==> src/rtl/ecc_log_pkg.sv <==
package ecc_log_pkg;
  localparam logic [31:0] UNLOCK_KEY = 32'hFC60_0309;

  localparam int OFF_KEY  = 'h00;
  localparam int OFF_CFG  = 'h04;
  localparam int OFF_ICTL = 'h50;
  localparam int OFF_UEA  = 'h58;
  localparam int OFF_CEA  = 'h5C;

  localparam int CFG_ECC_BIT  = 7;
  localparam int CFG_DDR4_BIT = 4;

  localparam int CE_CNT_W  = 8;
  localparam int CE_CNT_LO = 16;
  localparam int UE_CNT_W  = 4;
  localparam int UE_CNT_LO = 12;
  localparam int CLR_BIT   = 31;
  localparam int IEN_W     = 2;
endpackage

==> src/rtl/ecc_key_guard.sv <==
module ecc_key_guard #(
  parameter logic [31:0] KEY = 32'hFC60_0309
) (
  input  logic        clk_i,
  input  logic        rst_ni,
  input  logic        wr_i,
  input  logic [31:0] wdata_i,
  output logic        unlocked_o
);
  logic unlocked_q;

  always_ff @(posedge clk_i or negedge rst_ni) begin
    if (!rst_ni)                          unlocked_q <= 1'b0;
    else if (wr_i && wdata_i == KEY)      unlocked_q <= 1'b1;
    else if (wr_i && wdata_i == ~KEY)     unlocked_q <= 1'b0;
  end

  assign unlocked_o = unlocked_q;

  assert_key_open_R2: assert property (@(posedge clk_i) disable iff (!rst_ni)
    (wr_i && wdata_i == KEY) |=> unlocked_o);
  assert_key_close_R2: assert property (@(posedge clk_i) disable iff (!rst_ni)
    (wr_i && wdata_i == ~KEY) |=> !unlocked_o);
  assert_key_other_R2: assert property (@(posedge clk_i) disable iff (!rst_ni)
    (wr_i && wdata_i != KEY && wdata_i != ~KEY) |=> $stable(unlocked_o));
endmodule

==> src/rtl/ecc_err_track.sv <==
module ecc_err_track #(
  parameter int CNT_W      = 8,
  parameter int ADDR_W     = 32,
  parameter bit KEEP_FIRST = 1'b0
) (
  input  logic              clk_i,
  input  logic              rst_ni,
  input  logic              en_i,
  input  logic              clr_i,
  input  logic              evt_i,
  input  logic [ADDR_W-1:0] addr_i,
  output logic [CNT_W-1:0]  cnt_o,
  output logic [ADDR_W-1:0] addr_o
);
  localparam logic [CNT_W-1:0] CNT_MAX = {CNT_W{1'b1}};

  logic [CNT_W-1:0]  cnt_q;
  logic [ADDR_W-1:0] addr_q;
  logic              take, capture;

  // clear outranks a coincident event
  assign take = evt_i && en_i && !clr_i;

  generate
    if (KEEP_FIRST) begin : g_first
      assign capture = take && (cnt_q == '0);
    end else begin : g_last
      assign capture = take;
    end
  endgenerate

  always_ff @(posedge clk_i or negedge rst_ni) begin
    if (!rst_ni)                         cnt_q <= '0;
    else if (clr_i)                      cnt_q <= '0;
    else if (take && cnt_q != CNT_MAX)   cnt_q <= cnt_q + 1'b1;
  end

  always_ff @(posedge clk_i or negedge rst_ni) begin
    if (!rst_ni)      addr_q <= '0;
    else if (capture) addr_q <= addr_i;
  end

  assign cnt_o  = cnt_q;
  assign addr_o = addr_q;

  assert_cnt_sat_R5: assert property (@(posedge clk_i) disable iff (!rst_ni)
    (cnt_q == CNT_MAX && !clr_i) |=> cnt_q == CNT_MAX);
  assert_cnt_clr_R11: assert property (@(posedge clk_i) disable iff (!rst_ni)
    clr_i |=> cnt_q == '0);
  assert_evt_off_R9: assert property (@(posedge clk_i) disable iff (!rst_ni)
    (!en_i && !clr_i) |=> $stable(cnt_q) && $stable(addr_q));
  assert_cnt_step_R6: assert property (@(posedge clk_i) disable iff (!rst_ni)
    (take && cnt_q != CNT_MAX) |=> cnt_q == $past(cnt_q) + 1'b1);

  generate
    if (KEEP_FIRST) begin : g_chk_first
      assert_first_kept_R7: assert property (@(posedge clk_i) disable iff (!rst_ni)
        (cnt_q != '0 && !clr_i) |=> $stable(addr_q));
    end else begin : g_chk_last
      assert_last_taken_R8: assert property (@(posedge clk_i) disable iff (!rst_ni)
        take |=> addr_q == $past(addr_i));
    end
  endgenerate
endmodule

==> src/rtl/ecc_err_log.sv <==
module ecc_err_log
  import ecc_log_pkg::*;
#(
  parameter int BUS_AW = 8,
  parameter int ERR_AW = 32
) (
  input  logic              clk_i,
  input  logic              rst_ni,
  input  logic              bus_we_i,
  input  logic [BUS_AW-1:0] bus_addr_i,
  input  logic [31:0]       bus_wdata_i,
  output logic [31:0]       bus_rdata_o,
  input  logic              ce_evt_i,
  input  logic [ERR_AW-1:0] ce_addr_i,
  input  logic              ue_evt_i,
  input  logic [ERR_AW-1:0] ue_addr_i,
  output logic              ecc_en_o,
  output logic              ddr4_o,
  output logic              irq_o
);
  localparam logic [BUS_AW-1:0] A_KEY  = BUS_AW'(OFF_KEY);
  localparam logic [BUS_AW-1:0] A_CFG  = BUS_AW'(OFF_CFG);
  localparam logic [BUS_AW-1:0] A_ICTL = BUS_AW'(OFF_ICTL);
  localparam logic [BUS_AW-1:0] A_UEA  = BUS_AW'(OFF_UEA);
  localparam logic [BUS_AW-1:0] A_CEA  = BUS_AW'(OFF_CEA);

  logic                unlocked;
  logic                wr_key, wr_cfg, wr_ictl;
  logic                ecc_en_q, ddr4_q;
  logic [IEN_W-1:0]    ien_q;
  logic                clr_q, clr_now;
  logic [CE_CNT_W-1:0] ce_cnt;
  logic [UE_CNT_W-1:0] ue_cnt;
  logic [ERR_AW-1:0]   ce_addr, ue_addr;

  assign wr_key  = bus_we_i && bus_addr_i == A_KEY;
  assign wr_cfg  = bus_we_i && unlocked && bus_addr_i == A_CFG;
  assign wr_ictl = bus_we_i && unlocked && bus_addr_i == A_ICTL;

  ecc_key_guard #(.KEY(UNLOCK_KEY)) u_key (
    .clk_i      (clk_i),
    .rst_ni     (rst_ni),
    .wr_i       (wr_key),
    .wdata_i    (bus_wdata_i),
    .unlocked_o (unlocked)
  );

  always_ff @(posedge clk_i or negedge rst_ni) begin
    if (!rst_ni) begin
      ecc_en_q <= 1'b0;
      ddr4_q   <= 1'b0;
    end else if (wr_cfg) begin
      ecc_en_q <= bus_wdata_i[CFG_ECC_BIT];
      ddr4_q   <= bus_wdata_i[CFG_DDR4_BIT];
    end
  end

  always_ff @(posedge clk_i or negedge rst_ni) begin
    if (!rst_ni) begin
      ien_q <= '0;
      clr_q <= 1'b0;
    end else if (wr_ictl) begin
      ien_q <= bus_wdata_i[IEN_W-1:0];
      clr_q <= bus_wdata_i[CLR_BIT];
    end
  end

  // clear acts on the writing edge and holds while the bit stays set
  assign clr_now = clr_q || (wr_ictl && bus_wdata_i[CLR_BIT]);

  ecc_err_track #(.CNT_W(CE_CNT_W), .ADDR_W(ERR_AW), .KEEP_FIRST(1'b0)) u_ce (
    .clk_i  (clk_i),
    .rst_ni (rst_ni),
    .en_i   (ecc_en_q),
    .clr_i  (clr_now),
    .evt_i  (ce_evt_i),
    .addr_i (ce_addr_i),
    .cnt_o  (ce_cnt),
    .addr_o (ce_addr)
  );

  ecc_err_track #(.CNT_W(UE_CNT_W), .ADDR_W(ERR_AW), .KEEP_FIRST(1'b1)) u_ue (
    .clk_i  (clk_i),
    .rst_ni (rst_ni),
    .en_i   (ecc_en_q),
    .clr_i  (clr_now),
    .evt_i  (ue_evt_i),
    .addr_i (ue_addr_i),
    .cnt_o  (ue_cnt),
    .addr_o (ue_addr)
  );

  always_comb begin
    bus_rdata_o = '0;
    unique case (bus_addr_i)
      A_KEY:  bus_rdata_o[0] = unlocked;
      A_CFG: begin
        bus_rdata_o[CFG_ECC_BIT]  = ecc_en_q;
        bus_rdata_o[CFG_DDR4_BIT] = ddr4_q;
      end
      A_ICTL: begin
        bus_rdata_o[CLR_BIT]                        = clr_q;
        bus_rdata_o[CE_CNT_LO +: CE_CNT_W]          = ce_cnt;
        bus_rdata_o[UE_CNT_LO +: UE_CNT_W]          = ue_cnt;
        bus_rdata_o[IEN_W-1:0]                      = ien_q;
      end
      A_UEA:  bus_rdata_o = 32'(ue_addr);
      A_CEA:  bus_rdata_o = 32'(ce_addr);
      default: bus_rdata_o = '0;
    endcase
  end

  assign irq_o    = (ien_q[0] && ce_cnt != '0) || (ien_q[1] && ue_cnt != '0);
  assign ecc_en_o = ecc_en_q;
  assign ddr4_o   = ddr4_q;

  assert_locked_cfg_R3: assert property (@(posedge clk_i) disable iff (!rst_ni)
    (bus_we_i && !unlocked && bus_addr_i == A_CFG) |=> $stable({ecc_en_q, ddr4_q}));
  assert_locked_ictl_R3: assert property (@(posedge clk_i) disable iff (!rst_ni)
    (bus_we_i && !unlocked && bus_addr_i == A_ICTL) |=> $stable({clr_q, ien_q}));
  assert_irq_low_clr_R11: assert property (@(posedge clk_i) disable iff (!rst_ni)
    clr_q |-> !irq_o);
  assert_both_counted_R13: assert property (@(posedge clk_i) disable iff (!rst_ni)
    (ce_evt_i && ue_evt_i && ecc_en_q && !clr_now && ue_cnt == '0) |=> ue_cnt != '0 && ce_cnt != '0);
endmodule

==> config.mk <==
export PLATFORM = sky130hd
export DESIGN_NAME = ecc_err_log
export DESIGN_NICKNAME = d
export VERILOG_FILES = /design/src/rtl/ecc_log_pkg.sv /design/src/rtl/ecc_key_guard.sv /design/src/rtl/ecc_err_track.sv /design/src/rtl/ecc_err_log.sv
export SDC_FILE = /design/constraint.sdc
export NUM_CORES = 1
export LEC_CHECK = 0
export ABC_AREA = 1
export CORE_MARGIN = 3
export CORE_UTILIZATION = 55
export DETAILED_ROUTE_END_ITERATION = 12
export DONT_BUFFER_PORTS = 1
export PLACE_DENSITY = 0.7
export SYNTH_ARGS = -nofsm -noshare
export SYNTH_HDL_FRONTEND = slang
export SYNTH_SLANG_ARGS = --single-unit
==> constraint.sdc <==
create_clock -name clk_i -period 1.8 [get_ports clk_i]
set_input_delay 0.09 -clock clk_i [delete_from_list [all_inputs] [get_ports clk_i]]
set_output_delay 0.09 -clock clk_i [all_outputs]
set_load 0.02 [all_outputs]
* Word level (Yosys, flattened, before mapping)
Cells that the tools add are included.
** Word-level totals
- Register bits after elaboration :: 82
- Input bits :: 109
** Operators by class
- Add/sub/neg operators :: 2
- Equal/unequal tests :: 8
- Mux-type cells :: 16
- Reductions and logical operators :: 26
** Operator list (number)
- $pmux 12 s3 :: 1
- $eq 32x26->1 const B :: 1
- $eq 32x32->1 const B :: 1
- $eq 8x7->1 const B :: 3
- $logic_and 1x1->1 :: 16
- $mux 8 :: 2
- $pmux 7 s2 :: 1
- $pmux 1 s3 :: 4
- $add 8x1->8 const B :: 1
- $eq 8x3->1 const B :: 1
- $logic_not 8->1 :: 1
- $mux 4 :: 2
- $ne 8x8->1 const B :: 1
- $pmux 2 s2 :: 2
- $pmux 4 s2 :: 1
- $reduce_bool 8->1 :: 1
- $reduce_bool 2->1 :: 3
- $add 4x1->4 const B :: 1
- $logic_not 4->1 :: 1
- $ne 4x4->1 const B :: 1
- $pmux 1 s4 :: 1
- $reduce_bool 4->1 :: 1
- $logic_or 1x1->1 :: 2
- $mux 1 :: 2
- $logic_not 1->1 :: 1

* Depth between registers and ports, before layout
- Word-level depth :: 9
- Mapped depth :: 10
- Gate-level depth less buffers :: 10

* Hierarchy
A second synthesis with hierarchy kept.
** Second synthesis, totals
- Cell total of the unflattened synthesis :: 630
- Area total of the unflattened synthesis :: 4601.9 um2
** Modules (own cells, without submodules)
- ecc_err_track at u_ce :: times used 1, cells each 202, area each 1696.6 um2, seq. area each 1001.0 um2
- ecc_err_track at u_ue :: times used 1, cells each 168, area each 1657.8 um2, seq. area each 900.9 um2
- ecc_err_log :: times used 1, cells each 194, area each 965.9 um2, seq. area each 125.1 um2
- ecc_key_guard :: times used 1, cells each 66, area each 281.5 um2, seq. area each 25.0 um2

* Worst setup path after synthesis
OpenSTA, ideal clock, no wires.
- Kind :: register to register
- Start :: reg u_ce.cnt_q[0], in the netlist u_ce.cnt_o[0]
- End :: reg u_ce.cnt_q[5], in the netlist u_ce.cnt_o[5]
- Setup time :: 121 ps
- Arrival time :: 1281 ps
- Data required time :: 1679 ps
- Setup slack :: 398 ps
- Cell stages (with the launch flop) :: 11
- Buffers on the path :: 0
- Period minus slack after synthesis :: 1402 ps
- Path through :: dfrtp_1 ha_1 nand3_1 inv_1 nand2_1 nand2_1 clkinv_1 nand2_1 nand2_1 nand2_1 nor2_1
** Between the ends
- Longest elaborated chain between the ends :: 3
** RTL lines
- from (decl) :: RTL line ecc_err_track.sv:17 : logic [CNT_W-1:0] cnt_q;
- from (signal assigned) :: RTL line ecc_err_track.sv:35 : else if (take && cnt_q != CNT_MAX) cnt_q <= cnt_q + 1'b1;
- $add 8x1->8 or $ne 8x8->1 (tied branches) :: RTL line ecc_err_track.sv:35
- $mux 8 or $logic_and 1x1->1 (tied branches) :: RTL line ecc_err_track.sv:35
- $mux 8 or $reduce_bool 2->1 (tied branches)
Parallel ways exist; a longest one is shown, timed or not. The select of a mux whose other input is x is not followed.
A chain may end at the register's enable or synchronous reset.

* Worst setup path in the final report
- Start :: reg clr_q
- End :: out bus_rdata_o[31]
** Between the ends
- Longest elaborated chain between the ends :: 1
** RTL lines
- from (decl) :: RTL line ecc_err_log.sv:31 : logic clr_q, clr_now;
- from (signal assigned) :: RTL line ecc_err_log.sv:64 : clr_q <= bus_wdata_i[CLR_BIT];
- $pmux 1 s3 :: RTL line ecc_err_log.sv:95 : unique case (bus_addr_i)
- to (decl) :: RTL line ecc_err_log.sv:12 : output logic [31:0] bus_rdata_o,
No other way between the ends.

==> out/metrics.cfg <==
[outcome]
status=finished with violations
violations=negative hold slack

[clock_network]
cts_buffers=9
cts_num_sinks=82
clock_latency_ns=0.36
cts_tree=yes
hold_buffers=70
cts_buffer_depth=2
cts_root_buf=clkbuf_8
cts.clk_slew.worst_paths_ns=0.10
htree_levels=3

[die]
core_um2=7450
die_h_um=94.7
die_w_um=94.7
start_util_pct=58.2
die_area_um2=8980
placementRows=31
io_pins=144

[placed_design]
place.gp.congestion=0.888
place_hpwl_mm=8.18
io_buffers=0
dpl_cell_area_um2=4670

[worst_setup_path]
critPathMaxFanout=9
cp_data_required_time_ns=1.71
crit_chain=clkinv_1 -> o221ai_1 -> buf_4
critPathSlowestCell=o221ai_1
path_delay_family=buffers and inverters
path_buf_inv=2
critPathKind=reg -> out
start_kind=flop
cp.arrival_ns=1.61
cpPeakStageDelay_ns=0.39
endpoint_kind=output port

[yosys]
ys_top_cells_by_count=nand2_1 (200), dfrtp_1 (82), inv_1 (67), nand3_1 (49), nor2_1 (32)
synthTopCellsByArea=dfrtp_1 (47%), nand2_1 (17%), inv_1 (5.8%), nand3_1 (5.7%), o21ai_0 (2.9%)
synth_warnings=0
ys.flop_type=dfrtp_1
yosys.area.top_type=dfrtp_1
synth_most_common_cell=nand2_1
ys_ff_latch=82
async_flop_share_pct=100
netlist_area_um2=4330
seq_area_frac_synth_pct=47.4
postSynthAreaPerCell_um2=7.65
yosysTopAreaCellShare_pct=47.4
synthCells=566
syn_nets=679
synth_edf_count=0
synth_cell_types=29

[sta]
fin_crit_ns=1.70
fin_skew_ns=0.0160
slew_violations=0
worst_slew_pin_slew_ns=0.482
fmax_mhz=587
finalSetupViolCount=0
min_period_over_period_pct=94.7
slew_headroom_pct=67.6
hold_viol=82
holdWs_ns=-0.583

[final_layout]
drive_gt1_share_pct=11.8
stdcell_area_um2=5570
final_util_pct=74.8
antenna-diode-count=0
seq_area_um2=2050
final_nets=779
multi_input_area_um2=1890
syn2layout_area_growth_pct=28.7
fill_cells=580

[route]
drt-vias-per-instance=5.48
wl_per_cell_um=15.9
vias=4217
met1Wirelength_mm=5.20
drt_iter0_drc=278
route.met3.wl_um=797
first_pass_iters=5
ant_nets=0
top_layer_used=met4
totalWireLength_mm=12.2
drc=0
wl_met2_mm=5.94

[run]
max_cap_viol_count=0

[power_and_ir_drop]
intPower_mw=2.49
cellLeakagePower_nw=2.79
p_per_area_nw_per_um2=593
seq_power_share_pct=55.7
sw_frac_of_total_pct=24.8
pwr-share-comb_pct=5.8
p_clk_share_pct=38.6
switchingPower_uw=820
vdd_ir_drop_max_v=0.000381

[global_routing]
grt_pass1_wl_mm=19.8
grtUsageTotal_pct=28.0
grt_max_degree=83
grt_overflow=0
antenna_found_initial=0
grt_pass1_vias=4207

[worst_hold_path]
hold_class=in -> async

==> cell usage in the layout (no fill, tap or decap), types with 14 or more instances in the layout <==
cell type,synthesis,final
dfrtp_1,82,82
o221ai_1,14,14
nor2_1,32,32
inv_1,67,67
o21ai_0,25,25
buf_4,2,36
dlygate4sd3_1,0,70
nand2_1,200,199
o21ai_1,19,19
nand3_1,49,49
==> repair_timing <==
action	4_1_cts	5_1_grt
setup buffers	0	1
hold endpoints to repair	152	82
gates resized for setup	0	3
endpoints found under the setup margin	0	8
==> area by class of cell <==
cell class / instances / area share [%]
repair inverters: 1 / 0.135
clock buffers: 9 / 2.22
multi-input cells: 392 / 33.9
flip-flops and latches: 82 / 36.8
clock inverters: 7 / 1.03
repair buffers: 110 / 18.9
well taps: 99 / 2.22
inverters: 70 / 4.78
==> cell families after synthesis <==
family | Yosys count | share of synthesized area (%)
simple gates | 312 | 30.8
buf+inv | 92 | 9.16
flops | 82 | 47.4
compound gates | 74 | 11.1
fa+ha+maj | 4 | 1.16
xor+xnor | 2 | 0.404
==> per-layer routing <==
metal | up-vias | global-route usage, %
met1 | 2001 | 36.8
met5 | - | 0
li1 | 2028 | -
met2 | 166 | 45.9
met3 | 22 | 5.34
met4 | 0 | 10.3
==> sequential cells by signal (all words and copies together), names as in the netlist <==
| register | count |
|---|---|
| clr_q | 1 |
| ecc_en_o | 1 |
| u_ue.cnt_o | 4 |
| u_ce.addr_o | 32 |
| u_key.unlocked_o | 1 |
| ien_q | 2 |
| ddr4_o | 1 |
| u_ue.addr_o | 32 |
| u_ce.cnt_o | 8 |
==> through the flow <==
stage | cells | setup WS [ns] | power (mW) | setup TNS [ns]
after floorplan | 566 | 0.398 | 1.92 | 0
after global placement | 682 | 0.219 | 1.94 | 0
after detailed placement | 682 | 0.106 | 1.94 | 0
after CTS | 768 | 0.0813 | 3.32 | 0
after global routing | 770 | -0.00776 | 3.41 | -0.0115
final | 770 | 0.0958 | 3.31 | 0
==> final timing paths <==
path                                        startpoint                      endpoint  slack [ns]  cells past startpoint
max                                  clr_q$_DFFE_PN0N_               bus_rdata_o[31]         0.1                      3
min                                             rst_ni     u_ce.cnt_o[4]$_DFFE_PN0P_       -0.58                      0
max reg2reg                  u_ce.cnt_o[0]$_DFFE_PN0P_     u_ce.cnt_o[1]$_DFFE_PN0P_        0.20                      9
min reg2reg                u_ue.addr_o[12]$_DFFE_PN0P_   u_ue.addr_o[12]$_DFFE_PN0P_        0.49                      2
max in group asynchronous                       rst_ni   u_ue.addr_o[13]$_DFFE_PN0P_        2.23                      0
min in group clk_i                     bus_wdata_i[20]  u_key.unlocked_o$_DFFE_PN0P_        0.01                      5
==> power by group through the flow <==
stage	clock, mW	sequential, mW	combinational (mW)
final	1.28	1.84	0.191
after global routing	1.36	1.84	0.206
after CTS	1.29	1.84	0.187
after detailed placement	0	1.88	0.0602
after global placement	0	1.88	0.0588
after floorplan	0	1.88	0.0451
(Power assumes the default switching activity.)
